### config.mk
export PLATFORM = sky130hd
export DESIGN_NAME = pfd_tristate_cmp
export DESIGN_NICKNAME = d
export VERILOG_FILES = /design/src/rtl/pfd_pkg.sv /design/src/rtl/pfd_rise_det.sv /design/src/rtl/pfd_flag_pair.sv /design/src/rtl/pfd_lock_det.sv /design/src/rtl/pfd_tristate_cmp.sv
export SDC_FILE = /design/constraint.sdc
export NUM_CORES = 1
export LEC_CHECK = 0
export ABC_AREA = 1
export BUFFER_PORTS_ARGS = -buffer_cell sky130_fd_sc_hd__buf_2
export CAP_MARGIN = 15
export CORE_MARGIN = 3
export CORE_UTILIZATION = 25
export CTS_BUF_LIST = sky130_fd_sc_hd__clkbuf_4
export CTS_CLUSTER_SIZE = 30
export DETAILED_ROUTE_END_ITERATION = 16
export PLACE_DENSITY = 0.54
export SETUP_SLACK_MARGIN = 0.4
export SLEW_MARGIN = 20
export SYNTH_ARGS = -nofsm -noshare
export SYNTH_HDL_FRONTEND = slang
export SYNTH_SLANG_ARGS = --single-unit
### constraint.sdc
create_clock -name clk -period 1.5 [get_ports clk]
set_input_delay 0.3 -clock clk [delete_from_list [all_inputs] [get_ports clk]]
set_output_delay 0.3 -clock clk [all_outputs]
set_load 0.01 [all_outputs]
### src/rtl/pfd_pkg.sv
package pfd_pkg;
  typedef enum logic [1:0] {
    PAD_FLOAT = 2'd0,
    PAD_HIGH  = 2'd1,
    PAD_LOW   = 2'd2
  } pad_state_e;
endpackage

### src/rtl/pfd_rise_det.sv
module pfd_rise_det (
  input  logic clk,
  input  logic rst_n,
  input  logic sig_i,
  output logic rise_o
);
  logic sig_d;

  always_ff @(posedge clk or negedge rst_n) begin
    if (!rst_n) sig_d <= 1'b0;
    else        sig_d <= sig_i;
  end

  assign rise_o = sig_i & ~sig_d;
endmodule

### src/rtl/pfd_flag_pair.sv
module pfd_flag_pair
  import pfd_pkg::*;
(
  input  logic       clk,
  input  logic       rst_n,
  input  logic       fb_rise_i,
  input  logic       ref_rise_i,
  output logic       fast_o,
  output logic       slow_o,
  output pad_state_e state_o
);
  logic fast_q, slow_q;
  logic fast_set, slow_set, cancel;

  assign fast_set = fast_q | fb_rise_i;
  assign slow_set = slow_q | ref_rise_i;
  assign cancel   = fast_set & slow_set;

  always_ff @(posedge clk or negedge rst_n) begin
    if (!rst_n) begin
      fast_q <= 1'b0;
      slow_q <= 1'b0;
    end else begin
      fast_q <= fast_set & ~cancel;
      slow_q <= slow_set & ~cancel;
    end
  end

  always_comb begin
    state_o = PAD_FLOAT;
    if (fast_q)      state_o = PAD_HIGH;
    else if (slow_q) state_o = PAD_LOW;
  end

  assign fast_o = fast_q;
  assign slow_o = slow_q;
endmodule

### src/rtl/pfd_lock_det.sv
module pfd_lock_det #(
  parameter int LOCK_REFS = 16
) (
  input  logic clk,
  input  logic rst_n,
  input  logic ref_rise_i,
  input  logic err_i,
  output logic lock_o
);
  localparam int CNT_W = $clog2(LOCK_REFS + 1);
  localparam logic [CNT_W-1:0] CNT_MAX = CNT_W'(LOCK_REFS);

  logic [CNT_W-1:0] cnt_q;
  logic             err_d;
  logic             wide;

  assign wide = err_i & err_d;

  always_ff @(posedge clk or negedge rst_n) begin
    if (!rst_n) begin
      cnt_q <= '0;
      err_d <= 1'b0;
    end else begin
      err_d <= err_i;
      if (wide)
        cnt_q <= '0;
      else if (ref_rise_i && cnt_q != CNT_MAX)
        cnt_q <= cnt_q + 1'b1;
    end
  end

  assign lock_o = (cnt_q == CNT_MAX);
endmodule

### src/rtl/pfd_tristate_cmp.sv
module pfd_tristate_cmp
  import pfd_pkg::*;
#(
  parameter int NUM_PINS  = 2,
  parameter int LOCK_REFS = 16
) (
  input  logic                clk,
  input  logic                rst_n,
  input  logic                ref_clk_i,
  input  logic                fb_clk_i,
  output logic [NUM_PINS-1:0] pad_oe_o,
  output logic [NUM_PINS-1:0] pad_lvl_o,
  output logic                lock_o
);
  logic       ref_rise, fb_rise;
  logic       fast, slow;
  pad_state_e pad_state;

  pfd_rise_det u_ref_edge (
    .clk(clk), .rst_n(rst_n), .sig_i(ref_clk_i), .rise_o(ref_rise)
  );

  pfd_rise_det u_fb_edge (
    .clk(clk), .rst_n(rst_n), .sig_i(fb_clk_i), .rise_o(fb_rise)
  );

  pfd_flag_pair u_flags (
    .clk(clk), .rst_n(rst_n),
    .fb_rise_i(fb_rise), .ref_rise_i(ref_rise),
    .fast_o(fast), .slow_o(slow), .state_o(pad_state)
  );

  pfd_lock_det #(.LOCK_REFS(LOCK_REFS)) u_lock (
    .clk(clk), .rst_n(rst_n),
    .ref_rise_i(ref_rise), .err_i(fast | slow),
    .lock_o(lock_o)
  );

  for (genvar p = 0; p < NUM_PINS; p++) begin : g_pin
    assign pad_oe_o[p]  = (pad_state != PAD_FLOAT);
    assign pad_lvl_o[p] = (pad_state == PAD_HIGH);
  end
endmodule

# After elaboration in Yosys (flattened, before gate mapping)
# Index checks and enable logic that the tools add are counted.
[totals] reg_bits=10 input_bits=4 output_inout_bits=5 wordCells=29
[classes] add_sub_neg=1 n_eq_ne=3 muxes=4 bitwise=12 reduce_logical=3
[op_table] operator="5-bit two-way mux" count=2
[op_table] operator="1-bit bitwise AND" count=6
[op_table] operator="5-bit by 1-bit adder with 5-bit output, second input constant" count=1
[op_table] operator="5-bit == test, second input constant" count=1
[op_table] operator="5-bit != test, second input constant" count=1
[op_table] operator="2-bit two-way mux" count=2
[op_table] operator="2-bit nonzero test" count=2
[op_table] operator="1-bit inverter" count=3
[op_table] operator="1-bit bitwise OR" count=3
[op_table] operator="2-bit by 1-bit == test with 1-bit output, second input constant" count=1
[op_table] operator="1-bit logical AND" count=1

# Longest topological paths before layout
[logic_depth] ltp_word=6 depth_mapped=9 depth_no_buf=9

# Modules after synthesis
# Synthesis repeated with hierarchy kept, for this count alone.
[hier_totals] hier_cells=72 hier_area_um2=574.3
[by_module_without_submodules] module="pfd_lock_det" n_inst=1 cells_each=43 area_each_um2=364.1 seq_area_each_um2=150.1
[by_module_without_submodules] module="pfd_flag_pair" n_inst=1 cells_each=14 area_each_um2=98.8 seq_area_each_um2=50.0
[by_module_without_submodules] module="pfd_rise_det" n_inst=2 cells_each=3 area_each_um2=35.0 seq_area_each_um2=25.0
[by_module_without_submodules] module="pfd_tristate_cmp" n_inst=1 cells_each=9 area_each_um2=41.3 seq_area_each_um2=0.0

# Worst setup path after synthesis
# OpenSTA, ideal clock, no wires.
[synth_path] path_kind="reg2out" from="register u_lock.cnt_q[0]" to="output port lock_o" arrival_ps=846 required_time_ps=1200 slack_ps=354 path_stages_with_launch=7 n_path_buf=0 cell_sequence="dfrtp_1 > inv_1 > ha_1 > nand2_1 > inv_1 > nand2_2 > inv_1"
[synth_via] elab_chain_len=1
[synth_lines] item="start, declared" line="pfd_lock_det.sv:13" text="logic [CNT_W-1:0] cnt_q;"
[synth_lines] item="start signal, assigned" line="pfd_lock_det.sv:28" text="cnt_q <= cnt_q + 1'b1;"
[synth_lines] item="5-bit == test" line="pfd_lock_det.sv:32" text="assign lock_o = (cnt_q == CNT_MAX);"
[synth_lines] item="end, declared" line="pfd_tristate_cmp.sv:13" text="output logic lock_o"
# Every way passes these cells.

# Worst setup path after layout
[layout_path] from="register u_lock.cnt_q[1]" to="output port lock_o"
# The elaborated chain is that of the path after synthesis.

==> flow_summary.yaml <==
routing:
  ant_nets: 0
  routedWlPerCell_um: 10.2
  drc: 0
  num_vias: 459
  drt_iter0_markers: 5
  viasPerCell: 4.21
  drt-total-wl_um: 1110
  dr.pass1.iters: 5
yosys:
  seq_area_frac_synth_pct: 46.2
  synth-simple-area-share_pct: 29.8
  synth_top_family_by_area: "simple AND/OR/NAND/NOR gates"
  syn_inst: 65
  synth_seq_cells: 10
  synth_top_area_share_pct: 46.2
  synth_compound_area_share_pct: 2.31
  yosys.area_share.xor_xnor_pct: 1.62
  yosys_warnings: 0
  synth_fp_nets: 71
  synth_top_area_cell: "dfrtp_1"
  syn_area_per_cell_um2: 8.33
  synth_area_um2: 542
  synthAdderAreaFrac_pct: 4.62
  yosys-top-cells-area: "dfrtp_1 (46%), nand2_1 (9.7%), nand3_1 (9.2%), inv_1 (6.2%), ha_1 (4.6%)"
  muxShareOfSynthArea_pct: 0
  synth_cell_types: 20
power:
  p_comb_share_pct: 40.5
  intPower_uw: 607
  irDropWorstVdd_v: 0.000591
  netSwitchingPower_uw: 309
  sw_frac_of_total_pct: 33.8
  power_uw: 916
  p_per_area_nw_per_um2: 1200
  power.share.clock_pct: 21.2
  p_seq_share_pct: 38.3
  total_leakage_power_uw: 0.000400
global_routing:
  grt_start_max_net_pins: 11
  grt_usage_pct: 8.99
  busiest_layer: "met2"
  grt_use_met1_pct: 10.4
  met2_usage_pct: 14.0
  grt_pass1_wl_um: 1810
  grt_overflow: 0
  antenna_found_initial: 0
  grt_use_met3_pct: 4.56
  grt_pass1_vias: 465
final_layout:
  drive_gt1_share_pct: 41.5
  diodes: 0
  ff_latch_area_um2: 250
  area_growth_pct: 40.4
  nets: 89
  fin_util_pct: 38.0
  fill_cells: 218
  layout_common_cells: "nand2_1 (14), nand3_1 (10), dfrtp_1 (10)"
  final_common_cell: "nand2_1"
  multiInputGateArea_um2: 248
placement:
  gp_congestion: 0.745
  place_hpwl_um: 655
  numPortBuffers: 8
worst_setup_path:
  r2r-start: "u_lock.cnt_q[1]"
  startpoint_type: "flop"
  crit_type: "flop to output port"
  cp.required_ns: 1.20
  worstPathArrival_ns: 1.15
  critPathMaxFanout: 2
  setup.worst_path.start: "u_lock.cnt_q[1]"
  endpoint_kind: "output port"
sta:
  tightest_slew_ns: 0.246
  period_needed_ns: 1.45
  hold_viol_final: 0
  slew_headroom_pct: 83.6
  timing.hold.ws_ns: 0.153
  drv_slew: 0
  finClkSkew_ns: 0.00571
  fin_crit_sh_pct: 96.9
  rsz0062_at_grt: "yes"
  max_freq_mhz: 688
  setup_viol: 0
cts:
  cts-root-buf: "clkbuf_4"
  htreeDepth: 1
  path_clk_slew_ns: 0.06
  cts.sinks: 10
  cts_tree: "done"
  clkLatencyLatePin_ns: 0.27
  numCtsBuffers: 3
  clock_path_buffers: 2
hold_path:
  hp-class: "primary input to flop"
  min-delay-start: "ref_clk_i"
floorplanning:
  die_area_um2: 2760
  start_util_pct: 27.1
  pin_count: 9
  die-width_um: 52.6
  die_h_um: 52.6
  row_count: 16
  core-area_um2: 2000
outcome:
  status: "finished clean"
job:
  drv_cap: 0
-- cells in the mapped netlist --
library cell,n
inv_1,9
clkinv_2,1
a21oi_1,1
nand2_1,14
clkbuf_1,1
inv_2,2
nand2_2,1
dfrtp_1,10
nand2_4,1
nor2_2,2
o21a_1,1
nand4_1,2
nand3_1,10
ha_1,2
or2_2,1
buf_6,1
buf_4,3
and2_1,1
xor2_1,1
nor2_1,1
-- critical path, cell delays in order, from the launching register on --
cell and delay (ns):
dfrtp_1 0.39, inv_2 0.08, ha_4 0.13, nand2_1 0.04, inv_1 0.06, nand2_2 0.05, inv_2 0.05, buf_6 0.09
-- per-layer routing --
| layer | vias to the layer above | part of all wire (%) |
|---|---|---|
| li1 | 229 | - |
| met3 | 0 | 4.8 |
| met1 | 222 | 42 |
| met5 | - | 0 |
| met2 | 8 | 53 |
| met4 | 0 | 0 |
-- stage by stage --
step	cells	area, µm²	setup WS (ns)	setup TNS [ns]
detailed placement	95	581	0.211	0
finish	109	761	0.0462	0
global placement	95	581	0.205	0
CTS	106	691	0.0404	0
floorplan	65	544	0.366	0
global route	109	761	-0.0474	-0.0474
-- power groups by stage --
| stage | sequential (µW) | combinational [µW] | clock [µW] |
|---|---|---|---|
| final | 351 | 371 | 194 |
| after global placement | 371 | 171 | 0 |
| after detailed placement | 369 | 174 | 0 |
| after global routing | 357 | 413 | 215 |
| after CTS | 347 | 273 | 201 |
| after floorplan | 349 | 175 | 0 |
-- area by class of cell --
cell class	count	area share, %
timing repair buffer	18	20.6
sequential	10	32.9
inverter	12	6.09
tap	27	4.44
clock buffer	3	2.96
multi-input combinational	38	32.6
clock inverter	1	0.493
-- path summary, 6_finish.rpt --
kind / to / cells past startpoint / slack [ns]
max in group asynchronous: u_lock.cnt_q[0] / 2 / 0.89
max reg2reg: u_lock.cnt_q[2] / 10 / 0.26
min reg2reg: u_lock.err_d / 1 / 0.52
max: lock_o / 7 / 0.05
min: u_ref_edge.sig_d / 1 / 0.15
min in group asynchronous: u_lock.err_d / 2 / 0.41
-- registers in the layout (all words and copies together) (netlist names) --
register	count
u_flags.slow_o	1
u_ref_edge.sig_d	1
u_lock.cnt_q	5
u_flags.fast_o	1
u_lock.err_d	1
u_fb_edge.sig_d	1
-- cells by family (layout without fill, tap and decap cells) --
family / count (synthesis) / after routing
AO/OA/AOI/OAI: 2 / 2
XOR/XNOR: 1 / 1
adder cells (fa/ha/maj): 2 / 2
buffers and inverters: 17 / 34
AND/OR/NAND/NOR: 33 / 33
flip-flops: 10 / 10
-- what timing repair did --
item | 4_1_cts | 5_1_grt
setup endpoints to repair | 10 | 10
setup buffers | 6 | 3
pin swaps | 1 | 2
hold buffers | 1 | 0
hold endpoints to repair | 10 | 0
resized for setup | 5 | 10
Power figures use the tool's default switching activity.
